===== src/rtl/dcle_pkg.sv =====
package dcle_pkg;
  localparam int unsigned NUM_IN  = 8;
  localparam int unsigned NUM_OUT = 4;
  localparam int unsigned LUT_K   = 6;
  localparam int unsigned MASK_W  = 1 << LUT_K;
  localparam int unsigned NUM_QTR = 4;
  localparam int unsigned QTR_W   = MASK_W / NUM_QTR;
  localparam int unsigned ADD_W   = NUM_QTR;
  localparam int unsigned BASE_W  = 2;

  typedef enum logic [1:0] {
    MODE_L6    = 2'd0,
    MODE_L5    = 2'd1,
    MODE_ARITH = 2'd2
  } lut_mode_e;

  typedef struct packed {
    logic use_const;
    logic val;
  } cin_cfg_t;

  typedef struct packed {
    logic [NUM_OUT-1:0] reg_en;
    cin_cfg_t           cin2;
    cin_cfg_t           cin1;
    logic               add4;
    logic               xcc;
    lut_mode_e          mode;
    logic [MASK_W-1:0]  mask;
  } cfg_t;

  localparam int unsigned CFG_W = $bits(cfg_t);
endpackage


===== src/rtl/dcle_lut_fabric.sv =====
module dcle_lut_fabric
  import dcle_pkg::*;
(
  input  logic [MASK_W-1:0]  mask_i,
  input  logic [NUM_IN-1:0]  in_i,
  output logic               f6_o,
  output logic               f5a_o,
  output logic               f5b_o,
  output logic [BASE_W-1:0]  base_a_o,
  output logic [BASE_W-1:0]  base_b_o,
  output logic [ADD_W-1:0]   split_a_o,
  output logic [ADD_W-1:0]   split_b_o
);
  localparam int unsigned QIDX_W = $clog2(QTR_W);

  logic [NUM_QTR-1:0] op4;

  always_comb begin
    f6_o  = mask_i[in_i[LUT_K-1:0]];
    f5a_o = mask_i[{1'b0, in_i[4:0]}];
    // second half shares in[1:0] with the first half
    f5b_o = mask_i[{1'b1, in_i[7:5], in_i[1:0]}];
  end

  for (genvar k = 0; k < NUM_QTR; k++) begin : g_qtr
    logic [QTR_W-1:0] qtr;
    assign qtr          = mask_i[k*QTR_W +: QTR_W];
    assign op4[k]       = qtr[in_i[QIDX_W-1:0]];
    assign split_a_o[k] = qtr[{1'b0, in_i[QIDX_W-2:0]}];
    assign split_b_o[k] = qtr[{1'b1, in_i[QIDX_W-2:0]}];
  end

  assign base_a_o = {op4[2], op4[0]};
  assign base_b_o = {op4[3], op4[1]};
endmodule


===== src/rtl/dcle_ripple.sv =====
module dcle_ripple #(
  parameter int unsigned W = 4
) (
  input  logic [W-1:0] a_i,
  input  logic [W-1:0] b_i,
  input  logic         cin_i,
  output logic [W-1:0] sum_o,
  output logic         cout_o
);
  logic [W:0] c;
  assign c[0] = cin_i;

  for (genvar i = 0; i < W; i++) begin : g_bit
    assign sum_o[i] = a_i[i] ^ b_i[i] ^ c[i];
    assign c[i+1]   = (a_i[i] & b_i[i]) | (c[i] & (a_i[i] ^ b_i[i]));
  end

  assign cout_o = c[W];

  always_comb begin
    AST_RIPPLE_EXACT: assert ({cout_o, sum_o} ==
      ((W+1)'(a_i) + (W+1)'(b_i) + (W+1)'(cin_i)));
  end
endmodule


===== src/rtl/dcle_outreg.sv =====
module dcle_outreg
  import dcle_pkg::*;
(
  input  logic               clk_i,
  input  logic               rst_ni,
  input  logic               sclr_i,
  input  logic [NUM_OUT-1:0] reg_en_i,
  input  logic [NUM_OUT-1:0] d_i,
  output logic [NUM_OUT-1:0] out_o
);
  logic [NUM_OUT-1:0] q;

  always_ff @(posedge clk_i or negedge rst_ni) begin
    if (!rst_ni)     q <= '0;
    else if (sclr_i) q <= '0;
    else             q <= d_i;
  end

  for (genvar k = 0; k < NUM_OUT; k++) begin : g_sel
    assign out_o[k] = reg_en_i[k] ? q[k] : d_i[k];
  end

  AST_SCLR_ZERO: assert property (@(posedge clk_i) disable iff (!rst_ni)
    sclr_i |=> ((out_o & reg_en_i) == '0));
  AST_REG_FOLLOW: assert property (@(posedge clk_i) disable iff (!rst_ni)
    !sclr_i |=> ((out_o & reg_en_i) == ($past(d_i) & reg_en_i)));
endmodule


===== src/rtl/dual_carry_le.sv =====
module dual_carry_le
  import dcle_pkg::*;
(
  input  logic               clk_i,
  input  logic               rst_ni,
  input  logic               cfg_en_i,
  input  logic [CFG_W-1:0]   cfg_i,
  input  logic               sclr_i,
  input  logic [NUM_IN-1:0]  in_i,
  input  logic               cin1_i,
  input  logic               cin2_i,
  output logic [NUM_OUT-1:0] out_o,
  output logic               cout1_o,
  output logic               cout2_o
);
  cfg_t cfg_q;

  always_ff @(posedge clk_i or negedge rst_ni) begin
    if (!rst_ni)       cfg_q <= '0;
    else if (cfg_en_i) cfg_q <= cfg_t'(cfg_i);
  end

  logic cin1_eff, cin2_eff;
  assign cin1_eff = cfg_q.cin1.use_const ? cfg_q.cin1.val : cin1_i;
  assign cin2_eff = cfg_q.cin2.use_const ? cfg_q.cin2.val : cin2_i;

  logic              f6, f5a, f5b;
  logic [BASE_W-1:0] base_a, base_b;
  logic [ADD_W-1:0]  split_a, split_b;

  dcle_lut_fabric u_lut (
    .mask_i    (cfg_q.mask),
    .in_i      (in_i),
    .f6_o      (f6),
    .f5a_o     (f5a),
    .f5b_o     (f5b),
    .base_a_o  (base_a),
    .base_b_o  (base_b),
    .split_a_o (split_a),
    .split_b_o (split_b)
  );

  // level 1: operands zero-extended in base mode, so sum1[BASE_W] is its carry
  logic [ADD_W-1:0] l1_a, l1_b, sum1;
  logic             c1_full;
  assign l1_a = cfg_q.add4 ? split_a : {{(ADD_W-BASE_W){1'b0}}, base_a};
  assign l1_b = cfg_q.add4 ? split_b : {{(ADD_W-BASE_W){1'b0}}, base_b};

  dcle_ripple #(.W(ADD_W)) u_chain1 (
    .a_i    (l1_a),
    .b_i    (l1_b),
    .cin_i  (cin1_eff),
    .sum_o  (sum1),
    .cout_o (c1_full)
  );

  // level 2: adds first-level sum to raw inputs, no LUT in between
  logic [BASE_W-1:0] sum2;
  logic              c2_full;

  dcle_ripple #(.W(BASE_W)) u_chain2 (
    .a_i    (sum1[BASE_W-1:0]),
    .b_i    (in_i[5:4]),
    .cin_i  (cin2_eff),
    .sum_o  (sum2),
    .cout_o (c2_full)
  );

  logic               is_arith, l2_live;
  logic [NUM_OUT-1:0] comb_out;
  assign is_arith = (cfg_q.mode == MODE_ARITH);
  assign l2_live  = is_arith && cfg_q.xcc && !cfg_q.add4;

  always_comb begin
    case (cfg_q.mode)
      MODE_L5:    comb_out = {2'b00, f5b, f5a};
      MODE_ARITH: begin
        if (cfg_q.add4)     comb_out = sum1;
        else if (cfg_q.xcc) comb_out = {sum2, sum1[BASE_W-1:0]};
        else                comb_out = {2'b00, sum1[BASE_W-1:0]};
      end
      default:    comb_out = {3'b000, f6};
    endcase
  end

  assign cout1_o = !is_arith ? cin1_eff : (cfg_q.add4 ? c1_full : sum1[BASE_W]);
  assign cout2_o = l2_live ? c2_full : cin2_eff;

  dcle_outreg u_outreg (
    .clk_i    (clk_i),
    .rst_ni   (rst_ni),
    .sclr_i   (sclr_i),
    .reg_en_i (cfg_q.reg_en),
    .d_i      (comb_out),
    .out_o    (out_o)
  );

  AST_CFG_LOAD: assert property (@(posedge clk_i) disable iff (!rst_ni)
    cfg_en_i |=> (cfg_q == cfg_t'($past(cfg_i))));
  AST_L6_UPPER_ZERO: assert property (@(posedge clk_i) disable iff (!rst_ni)
    (cfg_q.mode == MODE_L6 && cfg_q.reg_en == '0) |-> (out_o[3:1] == 3'b000));
  AST_SPLIT_L2_IDLE: assert property (@(posedge clk_i) disable iff (!rst_ni)
    (is_arith && cfg_q.add4) |->
      (cout2_o == (cfg_q.cin2.use_const ? cfg_q.cin2.val : cin2_i)));
  AST_NONARITH_CARRY: assert property (@(posedge clk_i) disable iff (!rst_ni)
    !is_arith |-> (cout1_o == (cfg_q.cin1.use_const ? cfg_q.cin1.val : cin1_i)));
endmodule


===== config.mk =====
export PLATFORM = sky130hd
export DESIGN_NAME = dual_carry_le
export DESIGN_NICKNAME = d
export VERILOG_FILES = /design/src/rtl/dcle_pkg.sv /design/src/rtl/dcle_lut_fabric.sv /design/src/rtl/dcle_ripple.sv /design/src/rtl/dcle_outreg.sv /design/src/rtl/dual_carry_le.sv
export SDC_FILE = /design/constraint.sdc
export NUM_CORES = 1
export LEC_CHECK = 0
export ABC_AREA = 1
export BUFFER_PORTS_ARGS = -buffer_cell sky130_fd_sc_hd__clkbuf_2
export CAP_MARGIN = 20
export CORE_ASPECT_RATIO = 1.1
export CORE_MARGIN = 3
export CORE_UTILIZATION = 49
export CTS_BUF_LIST = sky130_fd_sc_hd__clkbuf_16
export DETAILED_ROUTE_END_ITERATION = 10
export HOLD_SLACK_MARGIN = 0.03
export PLACE_DENSITY = 0.86
export SLEW_MARGIN = 20
export SYNTH_ARGS = -nofsm -noshare
export SYNTH_HDL_FRONTEND = slang
export SYNTH_SLANG_ARGS = --single-unit

===== constraint.sdc =====
create_clock -name clk_i -period 4.2 [get_ports clk_i]
set_clock_uncertainty 0.1 [all_clocks]
set_input_delay 0.84 -clock clk_i [delete_from_list [all_inputs] [get_ports clk_i]]
set_output_delay 0.84 -clock clk_i [all_outputs]
set_load 0.01 [all_outputs]

# ---- After elaboration in Yosys (flattened, before gate mapping)
# Index checks and enable logic that the tools add are counted.
# Widths: inputs -> output; s select.
dict set report totals {
  inputBits 90
  register_bits 80
  wordCells 96
  out_inout_bits 6
}
dict set report op_classes {
  mux 45
  n_reduce_logical 3
  n_eq_ne 2
  bitwise 30
  order_cmp 6
}
# operator n
set op_table {}
lappend op_table {{$bmux 1 s3} 8}
lappend op_table {{$mux 1} 24}
lappend op_table {{$mux 4} 5}
lappend op_table {{$bmux 1 s4} 4}
lappend op_table {{$lt 6x7->1 const B} 2}
lappend op_table {{$and 1x1->1} 12}
lappend op_table {{$xor 1x1->1} 12}
lappend op_table {{$bmux 1 s5} 2}
lappend op_table {{$lt 4x5->1 const B} 2}
lappend op_table {{$pmux 4 s2} 1}
lappend op_table {{$lt 5x7->1 const B} 1}
lappend op_table {{$bmux 1 s6} 1}
lappend op_table {{$or 1x1->1} 6}
lappend op_table {{$lt 3x5->1 const B} 1}
lappend op_table {{$eq 2x1->1 const B} 1}
lappend op_table {{$eq 2x2->1 const B} 1}
lappend op_table {{$logic_and 1x1->1} 2}
lappend op_table {{$logic_not 1->1} 1}

# ---- Logic depth before layout (Yosys ltp)
# Gate-level depths: netlist of run 1.
dict set report logic_depth {
  depth_word 14
  depth_mapped 19
  mapped_depth_nobuf 17
}

# ---- Hierarchy
# Synthesis of run 1 repeated with hierarchy kept, for this count alone.
dict set report unflattened {
  hier_cells 631
  hier_area_um2 4657.0
}
# mod area_per_inst_um2 cells_per_inst n_inst seq_area_each_um2
set by_module_without_submodules {}
lappend by_module_without_submodules {dual_carry_le 3274.4 380 1 1901.8}
lappend by_module_without_submodules {dcle_lut_fabric 1004.7 199 1 0.0}
lappend by_module_without_submodules {dcle_outreg 190.2 28 1 100.1}
lappend by_module_without_submodules {{dcle_ripple (u_chain1)} 117.6 14 1 0.0}
lappend by_module_without_submodules {{dcle_ripple (u_chain2)} 70.1 10 1 0.0}

# ---- Worst setup path after synthesis of run 1
# No wires, ideal clock.
dict set report synth_path {
  path_type {input-to-output}
  start {input in_i[0]}
  end {output out_o[3]}
  required_ns 3.260
  setup_slack_ns -0.294
  arrival_ns 3.554
  n_path_buf 3
  path_stages 17
  path_cell_list {buf_6 > inv_4 > buf_6 > buf_8 > nand2_1 > nand3_1 > nand3_2 > a21oi_1 > a31oi_1 > fa_1 > fa_1 > inv_1 > fa_1 > fa_1 > o21ai_0 > nand3_1 > o21ai_0}
}
dict set report synth_between {
  elab_chain_cells 14
  elab_cells_between_ends 52
  classes_between {mux: 30; bitwise: 22}
}
# element line_no
set synth_lines {}
lappend synth_lines {{from (decl)} dual_carry_le.sv:9} ;# input logic [NUM_IN-1:0] in_i,
lappend synth_lines {{$bmux 1 s4 (tied with other cells)} dcle_lut_fabric.sv:28} ;# assign op4[k] = qtr[in_i[QIDX_W-1:0]];
lappend synth_lines {{$mux 1 (on tied branches)} {dcle_lut_fabric.sv:28, dcle_lut_fabric.sv:29, dcle_lut_fabric.sv:30}}
lappend synth_lines {{$mux 4 (on tied branches)} {dual_carry_le.sv:46, dual_carry_le.sv:47}}
lappend synth_lines {{$xor 1x1->1} {dcle_ripple.sv:14, dcle_ripple.sv:15}}
lappend synth_lines {{$and 1x1->1} dcle_ripple.sv:15} ;# assign c[i+1] = (a_i[i] & b_i[i]) | (c[i] & (a_i[i] ^ b_i[i]));
lappend synth_lines {{$or 1x1->1} dcle_ripple.sv:15}
lappend synth_lines {{$and 1x1->1} dcle_ripple.sv:15}
lappend synth_lines {{$or 1x1->1} dcle_ripple.sv:15}
lappend synth_lines {{$and 1x1->1} dcle_ripple.sv:15}
lappend synth_lines {{$or 1x1->1} dcle_ripple.sv:15}
lappend synth_lines {{$xor 1x1->1} dcle_ripple.sv:14} ;# assign sum_o[i] = a_i[i] ^ b_i[i] ^ c[i];
lappend synth_lines {{$mux 4 *} dual_carry_le.sv:78} ;# if (cfg_q.add4) comb_out = sum1;
lappend synth_lines {{$pmux 4 s2 *} dual_carry_le.sv:75} ;# case (cfg_q.mode)
lappend synth_lines {{$mux 1 *} dcle_outreg.sv:20} ;# assign out_o[k] = reg_en_i[k] ? q[k] : d_i[k];
lappend synth_lines {{to (decl)} dual_carry_le.sv:12} ;# output logic [NUM_OUT-1:0] out_o,
# Mark *: on every way between the ends. The rest lies on a longest branch, timed or not. The select of a mux whose other input is x is not followed.

# ---- Worst setup path in the final report of run 1
# Ends and elaborated chain as after synthesis.

==> impl_results.md, run 1 <==
- Reg2reg end: u_outreg.q[3]$_DFF_PN0_
- Die area: 0.00967 mm²
- Clock sinks: 80
- Worst Tran Pin Value: 1.06 ns
- Final Core Density: 69.3%
- Worst r2r path cells: 12
- Wire length per cell: 17.3 µm
- Delay of the slowest cell on the worst path: 0.43 ns
- IO Pins: 96
- Most used cell, CP: fa_2
- Yosys reg bits: 80
- WP data required: 3.26 ns
- Arr. time, crit path: 3.68 ns
- Core area: 0.00808 mm²
- # diodes: 0
- Area growth syn-to-layout: 34.0%
- Ys Warns: 0
- Via Count: 3960
- Final hold slack: 0.409 ns
- Seq/Total Area, Yosys: 47.9%
- GPL Wtd Cong: 0.908
- Hold path start: cfg_q[63]$_DFFE_PN0P_
- Final setup fails: 5
- Period minus WS final: 4.62 ns
- Router iterations before antenna repair: 6
- Lkg Pwr: 0.00283 µW
- Worst-case clock buffer depth: 2
- Max VDD drop: 0.000253 V
- Starting Density: 51.7%
- CP Cell Sequence: clkbuf_16, buf_8, nand2_4, nand3_2, nand2_1, nand2_1, nand2_2, nand2_2, a31oi_4, fa_2, fa_2, inv_2, fa_2, fa_2, o21ai_2, nand3_2, o21ai_2, buf_2
- Status: finished, violations left
- DR DRC count: 0
- Ratio of cells with drive above 1 in the final layout: 40.4%
- Power Total: 2190 µW
- CP Launch Type: primary input
- Most used DFF post-synth: dfrtp_1
- Nets: 704
- Iter 0 DRT Violations: 386
- Slowest CP cell: fa_2
- Vias/cell: 5.51
- RSZ-0062 raised after global routing: yes
- Non-filler cells in the finished layout: 719
- Failing checks: negative setup slack
- DIE HEIGHT: 103 µm
- Max cap viols: 0
- Placed standard-cell area: 0.00489 mm²
- Final hold violation count: 0
- GR Util All Layers: 25.3%
- Max Transition Viols Final: 0
- CTS tree: yes
- ANT nets after route: 0
- Final period util: 110%
- Placed instance count: 679
- Setup CP Type: in2out
- Detail Placement HPWL: 7.27 mm
- Global-route wire length before repair: 18.8 mm
- Final WL: 12.5 mm
- Hold EP: cfg_q[63]$_DFFE_PN0P_
- Clk_lat worst skew: 0.35 ns
- Inserted Clock Buffers: 9
- Clock-pin slew on the worst setup and hold paths: 0.06 ns
- Worst slew margin: 29.1%
- CP endpoint kind: output pin
- Die W: 94.0 µm
- Pwr/cell area: 392 mW/mm²
- Vias in the first global route: 4041
- Asr flop ratio synth: 100%
- Mapped cell area: 0.00418 mm²
- Post-synth EDFFs: 0
- Unique cell type count in the Yosys netlist: 26
- Hold_buf cts: 0
- H-Tree Level Count: 3
- Synth Area per Inst: 8.76 µm²
- Gr ovfl total: 0
- Crit-path max FO: 5
- Largest net degree at the start of global routing: 114
- Setup WS post-layout: -0.419 ns
- Syn nets: 575
- Cells after synthesis: 477
- Root Buffer: clkbuf_16
- Rows: 34
- Finished Cell Area: 0.00560 mm²
- Port Buf Inserts: 95
- Worst min path class: reg2reg
- Min-Delay Path Depth: 1
- Reg-to-reg setup timing slack: 0.85 ns
- Reg-to-Reg Start: cfg_q[67]$_DFFE_PN0P_
- Initial antenna violation count: 0
- Max Clock Freq: 0.216 GHz
state kept, by name, summed over array words and instances (netlist names):
name / flops
cfg_q: 76
u_outreg.q: 4
stage by stage:
step,worst slack (ns),TNS [ns]
detailed placement,-0.591,-1.56
CTS,-0.269,-0.517
finish,-0.419,-1.24
floorplan,-0.166,-0.166
global route,-0.525,-1.64
global placement,-0.464,-1.07
layout by cell type (no fill, tap or decap), types with 3 or more instances in the layout:
cell	n
mux2_2	39
o21ai_0	40
buf_4	40
buf_2	3
inv_1	43
inv_6	3
clkinv_1	3
o21ai_2	4
nand3_1	49
clkbuf_16	10
buf_12	4
o21ai_1	3
a21oi_1	3
dfrtp_1	80
nand2_2	8
clkbuf_2	88
fa_2	5
inv_2	4
nand3_2	19
nor2_1	5
nand2_1	131
power breakdown:
group	leakage (µW)	switching, µW	internal, µW
registers	0.000960	36.4	844
clock network	0.000138	325	460
logic	0.00173	293	236
total	0.00283	654	1540
cell families (layout without fill, tap and decap cells):
kind of cell,Yosys count,after routing,synth area share (%)
buffers and inverters,74,208,7.94
AOI/OAI and AO/OA,58,58,7.22
adders and majority gates,8,8,3.47
DFF,80,80,47.9
and+or+nand+nor,218,218,22.9
muxes,39,39,10.5
final cells by class:
class | instances | area [µm²]
Fill cell | 545 | 2480
Tap cell | 108 | 135
Clock buffer | 9 | 225
Multi-Input combinational cell | 323 | 2020
Sequential cell | 80 | 2000
Timing Repair Buffer | 141 | 930
Inverter | 50 | 205
Timing Repair inverter | 1 | 11.3
Clock inverter | 7 | 70.1
synth_stat cells (2+ instances only):
library cell | number | area [µm²]
nand3_2 | 9 | 90.1
nand2_1 | 139 | 522
fa_1 | 6 | 120
o211ai_1 | 2 | 15.0
ha_1 | 2 | 25.0
buf_2 | 8 | 40.0
buf_4 | 4 | 30.0
nand2_2 | 2 | 12.5
nand3_1 | 60 | 300
a21oi_1 | 5 | 25.0
inv_1 | 47 | 176
o21ai_0 | 47 | 235
clkbuf_1 | 8 | 30.0
buf_6 | 2 | 22.5
dfrtp_1 | 80 | 2000
a31oi_1 | 3 | 18.8
nor2_1 | 6 | 22.5
mux2_2 | 39 | 439
layer usage:
metal	GRT usage [%]	share of wire [%]	vias up
met5	0	0	-
met4	14.8	6.5	0
met3	7.08	8.1	75
met2	42.3	48	233
met1	29.3	37	1839
li1	-	-	1813
worst max-delay path by stage:
stage | from | endpoint | slack [ns] | depth (start not counted)
after detailed placement | in_i[0] | out_o[3] | -0.59 | 17
after global placement | in_i[0] | out_o[3] | -0.46 | 17
final | in_i[0] | out_o[3] | -0.42 | 18
after CTS | in_i[0] | out_o[3] | -0.27 | 19
after floorplan | in_i[0] | out_o[3] | -0.17 | 16
after global routing | in_i[0] | out_o[3] | -0.52 | 19
worst max-delay path: cells and delay by family:
kind	cells	cell delay, ns
simple gates	7	0.58
compound gates	3	0.42
buf+inv	4	0.45
fa+ha+maj	4	1.39
repair_timing:
item | 4_1_cts | 5_1_grt
gates resized for setup | 44 | 19
pin swaps | 27 | 15
cloned | 3 | 0
setup endpoints to repair | 4 | 6
buffers inserted | 19 | 2
Note: power is estimated with default switching activity, not from simulation.
==> run 2, diff against run 1 <==
--- a/config.mk
+++ b/config.mk
@@ -5,7 +5,7 @@
 export SDC_FILE = /design/constraint.sdc
 export NUM_CORES = 1
 export LEC_CHECK = 0
-export ABC_AREA = 1
+export ABC_AREA = 0
 export BUFFER_PORTS_ARGS = -buffer_cell sky130_fd_sc_hd__clkbuf_2
 export CAP_MARGIN = 20
 export CORE_ASPECT_RATIO = 1.1
==> run 2 against run 1 <==
Effect of this change:
- the flow still finishes with violations (negative setup slack)
- hold slack lost 0.0028 ns
- core utilization down 2.2 points
- sequential power rose by 2.5%
- critical endpoint unchanged
- largest power group unchanged
==> impl_results.md, run 2 <==
- Status: finished, violations left
- Failing checks: negative setup slack
- Ys Warns: 0 (unchanged)
- Most frequent cell after synthesis: mux2_2
- Max cap viols: 0 (unchanged)
- Seq/Total Area, Yosys: 46.7% (-1.3 points)
- CP Cell Sequence: clkbuf_16, buf_12, buf_4, mux2i_1, a22oi_1, nand2_1, a21oi_2, fa_2, fa_2, inv_2, fa_2, fa_1, mux2i_1, nand2_1, o21ai_2, buf_2
- Final Core Density: 67.1% (-2.2 points)
- Largest net degree at the start of global routing: 81 (-29%)
- Initial antenna violation count: 0 (unchanged)
- Final setup fails: 6 (+1)
- Cells after synthesis: 309 (-35%)
- Final hold violation count: 0 (unchanged)
- CTS tree: yes
- Crit-path max FO: 6 (+1)
- Worst-case clock buffer depth: 2 (unchanged)
- Pwr/cell area: 389 mW/mm² (-0.80%)
- Max reg flops: 76 (unchanged)
- Via Count: 3089 (-22%)
- Delay of the slowest cell on the worst path: 0.44 ns (about the same)
- Clk_lat worst skew: 0.33 ns (-0.02 ns)
- Hold_buf cts: 0 (unchanged)
- Commonest non-fill, non-tap cells in the layout: 87 x clkbuf_2, 81 x mux2_2, 80 x dfrtp_1
- Setup WS post-layout: -0.660 ns (-0.241 ns)
- DIE HEIGHT: 104 µm (+1.3%)
- Area growth syn-to-layout: 32.2%
- Worst min path class: reg2reg
- Worst slew margin: 34.7% (+5.6 points)
- Top-area cell type share of the netlist area: 46.7% (-1.3 points)
- Final WL: 10.0 mm (-20%)
- Area leader, netlist: dfrtp_1
- Unique cell type count in the Yosys netlist: 37 (+42%)
- Asr flop ratio synth: 100% (unchanged)
- Worst Tran Pin Value: 0.979 ns (-0.0836 ns)
- Clock sinks: 80 (unchanged)
- Critical path's top delay family: adder cells
- Top Registers: cfg_q: 76 flops, u_outreg.q: 4 flops
- Period minus WS final: 4.86 ns (+0.241 ns)
- Arr. time, crit path: 3.92 ns (+0.24 ns)
- Lkg Pwr: 0.00259 µW (-8.5%)
- Synth Area per Inst: 13.9 µm² (+59%)
- Detail Placement HPWL: 6.97 mm (-4.0%)
- Die W: 95.2 µm (+1.3%)
- Most frequent cells after synthesis: 87 x mux2_2, 80 x dfrtp_1, 21 x mux2i_1, 17 x nand2_1, 12 x clkbuf_1
- Die area: 0.00992 mm² (+2.5%)
- Setup CP Type: in2out
- Finished Cell Area: 0.00567 mm² (+1.3%)
- CP endpoint kind: output pin
- Root Buffer: clkbuf_16
- Gr ovfl total: 0 (unchanged)
- Global-route wire length before repair: 16.1 mm (-14%)
- Ratio of cells with drive above 1 in the final layout: 62.2% (+22 points)
- Top post-synthesis cells by area: dfrtp_1 47%, mux2_2 23%, mux2i_1 4.9%
- Yosys reg bits: 80 (unchanged)
- DR DRC count: 0 (unchanged)
- H-Tree Level Count: 3 (unchanged)
- Max Clock Freq: 0.206 GHz (-5.0%)
- GPL Wtd Cong: 0.939 (+3.4%)
- CP Launch Type: primary input
- Reg with most FFs: cfg_q
- Most used DFF post-synth: dfrtp_1
- WP data required: 3.26 ns (about the same)
- Post-synth EDFFs: 0 (unchanged)
- Placed standard-cell area: 0.00505 mm² (+3.4%)
- Commonest non-fill, non-tap cell in the layout: clkbuf_2
- Rows: 35 (+2.9%)
- Port Buf Inserts: 95 (unchanged)
- Clock-pin slew on the worst setup and hold paths: 0.06 ns (about the same)
- Buf/Inv on CP: 5 (+1)
- GR Util All Layers: 21.2% (-4.1 points)
- Router iterations before antenna repair: 4 (-2)
- Syn nets: 407 (-29%)
- Mapped cell area: 0.00429 mm² (+2.7%)
- IO Pins: 96 (unchanged)
- Most used cell, CP: fa_2
- Inserted Clock Buffers: 9 (unchanged)
- Slowest CP cell: fa_1
- RSZ-0062 raised after global routing: yes
- Iter 0 DRT Violations: 175 (-55%)
- Max Transition Viols Final: 0 (unchanged)
- Starting Density: 50.8% (-0.92 points)
- Wire length per cell: 18.2 µm (+5.3%)
- Vias/cell: 5.64 (+2.3%)
- ANT nets after route: 0 (unchanged)
- Vias in the first global route: 3279 (-19%)
- Final period util: 116% (+5.7 points)
- Nets: 530 (-25%)
- Max VDD drop: 0.000214 V (-15%)
- Core area: 0.00845 mm² (+4.6%)
- # diodes: 0 (unchanged)
run 2: changes by cell type after synthesis, sizes merged, moves of 4 or more:
cell	previous run	this run
mux2i	0	21
clkbuf	8	12
nand2	141	17
mux4	0	16
buf	16	7
inv	49	7
nand3	69	1
a22oi	0	6
nor2b	0	6
mux2	39	87
o21ai	47	5
run 2: path summary, 6_finish.rpt:
check                                      start                      end  slack [ns]  depth (start not counted)
hold / removal              cfg_q[3]$_DFFE_PN0P_     cfg_q[3]$_DFFE_PN0P_        0.41                          1
setup / recovery                         in_i[0]                 out_o[3]       -0.66                         16
max in group asynchronous                 rst_ni    cfg_q[48]$_DFFE_PN0P_        2.81                          1
setup reg to reg           cfg_q[36]$_DFFE_PN0P_  u_outreg.q[3]$_DFF_PN0_        1.01                         12
min in group asynchronous                 rst_ni    cfg_q[23]$_DFFE_PN0P_        0.57                          1
hold reg to reg             cfg_q[3]$_DFFE_PN0P_     cfg_q[3]$_DFFE_PN0P_        0.41                          1
run 2: what timing repair did:
item                       in CTS  in global routing
cloned                          3                  0
setup endpoints to repair       6                  6
pin swaps                      11                 10
resized for setup              23                 22
setup buffers                   6                  3
run 2: per-layer routing:
layer  share of wire (%)  GRT usage (%)  vias up  routed length [µm]
met4                 2.4           8.66        0                 241
li1                    -              -     1402                   -
met1                  39           26.6     1562                3930
met5                   0              0        -                   0
met3                 5.2           4.85       21                 524
met2                  53           34.9      104                5300
run 2: area by class of cell:
type                            count  area (µm²)
Fill cell                         585        2780
Multi-Input combinational cell    203        2280
Sequential cell                    80        2000
Timing Repair Buffer              131         932
Clock buffer                        9         225
Tap cell                          111         139
Clock inverter                      7        63.8
Inverter                            7        26.3
run 2: power breakdown:
group	internal, µW	total [µW]	leakage, µW	switching, µW
Clock	454	753	0.000144	298
Combinational	317	550	0.00150	233
Sequential	848	902	0.000944	53.4
run 2: kinds of logic after synthesis:
family / after synthesis / synth area share, %
muxes: 124 / 36.7
adders and majority gates: 8 / 3.38
and+or+nand+nor: 48 / 6.07
AOI/OAI and AO/OA: 23 / 3.82
buffers and inverters: 26 / 3.32
DFF: 80 / 46.7
run 2: metrics by stage:
stage / std cells / worst slack (ns) / hold slack, ns / setup TNS, ns / total power, µW
final: 548 / -0.660 / 0.406 / -2.07 / 2200
after global routing: 548 / -0.790 / 0.416 / -2.64 / 2320
after CTS: 545 / -0.625 / 0.410 / -2.08 / 2190
after detailed placement: 520 / -0.702 / 0.397 / -2.21 / 1390
after global placement: 520 / -0.628 / 0.387 / -1.98 / 1370
after floorplan: 309 / -0.430 / 0.375 / -1.14 / 1220
==> run 3, diff against run 2 <==
--- a/config.mk
+++ b/config.mk
@@ -10,11 +10,11 @@
 export CAP_MARGIN = 20
 export CORE_ASPECT_RATIO = 1.1
 export CORE_MARGIN = 3
-export CORE_UTILIZATION = 49
+export CORE_UTILIZATION = 59
 export CTS_BUF_LIST = sky130_fd_sc_hd__clkbuf_16
 export DETAILED_ROUTE_END_ITERATION = 10
 export HOLD_SLACK_MARGIN = 0.03
-export PLACE_DENSITY = 0.86
+export PLACE_DENSITY = 0.95
 export SLEW_MARGIN = 20
 export SYNTH_ARGS = -nofsm -noshare
 export SYNTH_HDL_FRONTEND = slang
==> constraint.sdc (replaced) <==
create_clock -name clk_i -period 6.2 [get_ports clk_i]
set_clock_uncertainty 0.1 [all_clocks]
set_input_delay 1.24 -clock clk_i [delete_from_list [all_inputs] [get_ports clk_i]]
set_output_delay 1.24 -clock clk_i [all_outputs]
set_load 0.01 [all_outputs]
==> run 3 against run 2 <==
Effect of this change:
- via count shrank 5.5%
- total power shrank 38%
- sequential power shrank 32%
- critical path type unchanged
- the flow now finishes without violations
==> impl_results.md, run 3 (synthesis gave the netlist of run 2 again) <==
- Top Registers: cfg_q: 76 flops, u_outreg.q: 4 flops
- IO Pins: 96 (unchanged)
- GR Util All Layers: 23.3% (+2.1 points)
- Root Buffer: clkbuf_16
- DIE HEIGHT: 95.4 µm (-8.4%)
- Max Transition Viols Final: 0 (unchanged)
- Detail Placement HPWL: 6.66 mm (-4.5%)
- CP Cell Sequence: clkbuf_2, buf_4, mux4_2, nor2b_1, a211oi_1, a21oi_1, fa_1, fa_1, nand2_1, mux2i_1, nand2_1, o21ai_0, clkbuf_2
- Final Core Density: 74.0% (+6.9 points)
- Sw Ratio: 27.1% (+0.56 points)
- Final WL: 9.27 mm (-7.3%)
- Arr. time, crit path: 4.60 ns (+0.68 ns)
- Router iterations before antenna repair: 4 (unchanged)
- Max VDD drop: 0.000211 V (-1.8%)
- Final hold slack: 0.407 ns (+0.000845 ns)
- Worst slew margin: 34.3% (-0.37 points)
- Commonest non-fill, non-tap cell in the layout: clkbuf_2
- Rows: 31 (-11%)
- Flop pwr share: 44.8% (+3.9 points)
- Core area: 0.00683 mm² (-19%)
- Lkg Pwr: 0.00232 µW (-10%)
- Nets: 498 (-6.0%)
- DR DRC count: 0 (unchanged)
- Pwr/cell area: 271 mW/mm² (-30%)
- Via Count: 2920 (-5.5%)
- Die W: 87.3 µm (-8.3%)
- Clock Power Share: 34.3% (about the same)
- Worst min path class: reg2reg
- Status: finished, final reports clean
- Worst Tran Pin Value: 0.985 ns (+0.00552 ns)
- Clock-pin slew on the worst setup and hold paths: 0.06 ns (about the same)
- Max reg flops: 76 (unchanged)
- WP data required: 4.86 ns (+1.60 ns)
- Finished Cell Area: 0.00505 mm² (-11%)
- Delay of the slowest cell on the worst path: 0.58 ns (+0.14 ns)
- Commonest non-fill, non-tap cells in the layout: 92 x clkbuf_2, 87 x mux2_2, 80 x dfrtp_1
- Clock sinks: 80 (unchanged)
- GPL Wtd Cong: 0.854 (-9.1%)
- CTS tree: yes
- H-Tree Level Count: 3 (unchanged)
- Port Buf Inserts: 95 (unchanged)
- P_int: 997 µW (-38%)
- Ratio of cells with drive above 1 in the final layout: 52.5% (-9.8 points)
- CP endpoint kind: output pin
- Initial antenna violation count: 0 (unchanged)
- Hold_buf cts: 0 (unchanged)
- Placed standard-cell area: 0.00478 mm² (-5.3%)
- Final setup fails: 0 (-6)
- Gr ovfl total: 0 (unchanged)
- Iter 0 DRT Violations: 162 (-7.4%)
- Combinational power share: 20.9% (-4.0 points)
- Final TNS setup: 0 ns (+2.07 ns)
- Vias/cell: 6.01 (+6.6%)
- Largest net degree at the start of global routing: 81 (unchanged)
- # diodes: 0 (unchanged)
- Setup CP Type: in2out
- Clk_lat worst skew: 0.33 ns (about the same)
- Net switching power: 371 µW (-37%)
- Worst-case clock buffer depth: 2 (unchanged)
- Max Clock Freq: 0.168 GHz
- Reg with most FFs: cfg_q
- Max cap viols: 0 (unchanged)
- Global-route wire length before repair: 14.6 mm (-9.2%)
- Slowest CP cell: mux4_2
- Setup WS post-layout: 0.261 ns (+0.921 ns)
- RSZ-0062 raised after global routing: no
- Post-CTS setup buffer count: 0 (-6)
- Final period util: 95.8%
- Area growth syn-to-layout: 17.7%
- Final hold violation count: 0 (unchanged)
- Starting Density: 62.8% (+12 points)
- Crit-path max FO: 11 (+5)
- Die area: 0.00833 mm² (-16%)
- ANT nets after route: 0 (unchanged)
- Vias in the first global route: 3105 (-5.3%)
- Inserted Clock Buffers: 9 (unchanged)
- Pre-CTS WS: 0.130 ns (+0.832 ns)
- Wire length per cell: 19.1 µm (+4.6%)
- CP Launch Type: primary input
- Period minus WS final: 5.94 ns
-- run 3: cell types whose count changed in the layout (fill, tap and decap cells not counted), moves of 4 or more --
| cell | before | now |
|---|---|---|
| mux2_4 | 6 | 0 |
| mux2_2 | 81 | 87 |
| fa_2 | 4 | 0 |
| mux2i_1 | 17 | 21 |
| nor2b_1 | 2 | 6 |
| clkbuf_2 | 87 | 92 |
| buf_4 | 26 | 5 |
| buf_12 | 7 | 0 |
| fa_1 | 2 | 6 |
-- run 3: routing by layer --
| layer | up-vias | GRT usage, % | wire length (µm) |
|---|---|---|---|
| li1 | 1341 | - | - |
| met1 | 1462 | 28.7 | 3680 |
| met2 | 100 | 39.1 | 4830 |
| met3 | 17 | 4.41 | 520 |
| met4 | 0 | 12.1 | 248 |
| met5 | - | 0 | 0 |
-- run 3: area by class of cell --
| type | instances | area (µm²) |
|---|---|---|
| Clock inverter | 6 | 37.5 |
| Inverter | 7 | 26.3 |
| Clock buffer | 9 | 225 |
| Multi-Input combinational cell | 203 | 2150 |
| Fill cell | 460 | 1780 |
| Sequential cell | 80 | 2000 |
| Tap cell | 82 | 103 |
| Timing Repair Buffer | 99 | 510 |
-- run 3: final timing paths --
check                                               end  slack [ns]                   from  cells past startpoint
worst max-delay path                           out_o[3]        0.26                in_i[0]                     13
worst min-delay path              cfg_q[13]$_DFFE_PN0P_        0.41  cfg_q[13]$_DFFE_PN0P_                      1
worst max register to register  u_outreg.q[3]$_DFF_PN0_        2.89  cfg_q[51]$_DFFE_PN0P_                     11
worst min register to register    cfg_q[13]$_DFFE_PN0P_        0.41  cfg_q[13]$_DFFE_PN0P_                      1
max in group asynchronous          cfg_q[3]$_DFFE_PN0P_        4.40                 rst_ni                      1
min in group asynchronous         cfg_q[42]$_DFFE_PN0P_        0.95                 rst_ni                      1
-- run 3: critical path, delay by kind of cell --
| kind | cells | cell delay, ns |
|---|---|---|
| AO/OA/AOI/OAI | 3 | 0.50 |
| buffers and inverters | 3 | 0.77 |
| adder cells (fa/ha/maj) | 2 | 1.08 |
| multiplexers | 2 | 0.70 |
| AND/OR/NAND/NOR | 3 | 0.31 |
-- run 3: repair_timing --
item	in CTS	in global routing
gates resized for setup	0	2
hold endpoints to repair	0	0
setup endpoints to repair	0	1
-- run 3: power groups by stage --
stage	Combinational, µW	Sequential (µW)	Clock, µW
6_report	286	612	469
3_5_place_dp	284	620	0
3_3_place_gp	270	615	0
2_1_floorplan	206	604	0
5_1_grt	314	618	501
4_1_cts	288	612	478
-- run 3: per-stage QoR --
step / std cells / total power (µW)
floorplan: 309 / 810
global placement: 471 / 885
detailed placement: 471 / 904
CTS: 486 / 1380
global route: 486 / 1430
finish: 486 / 1370
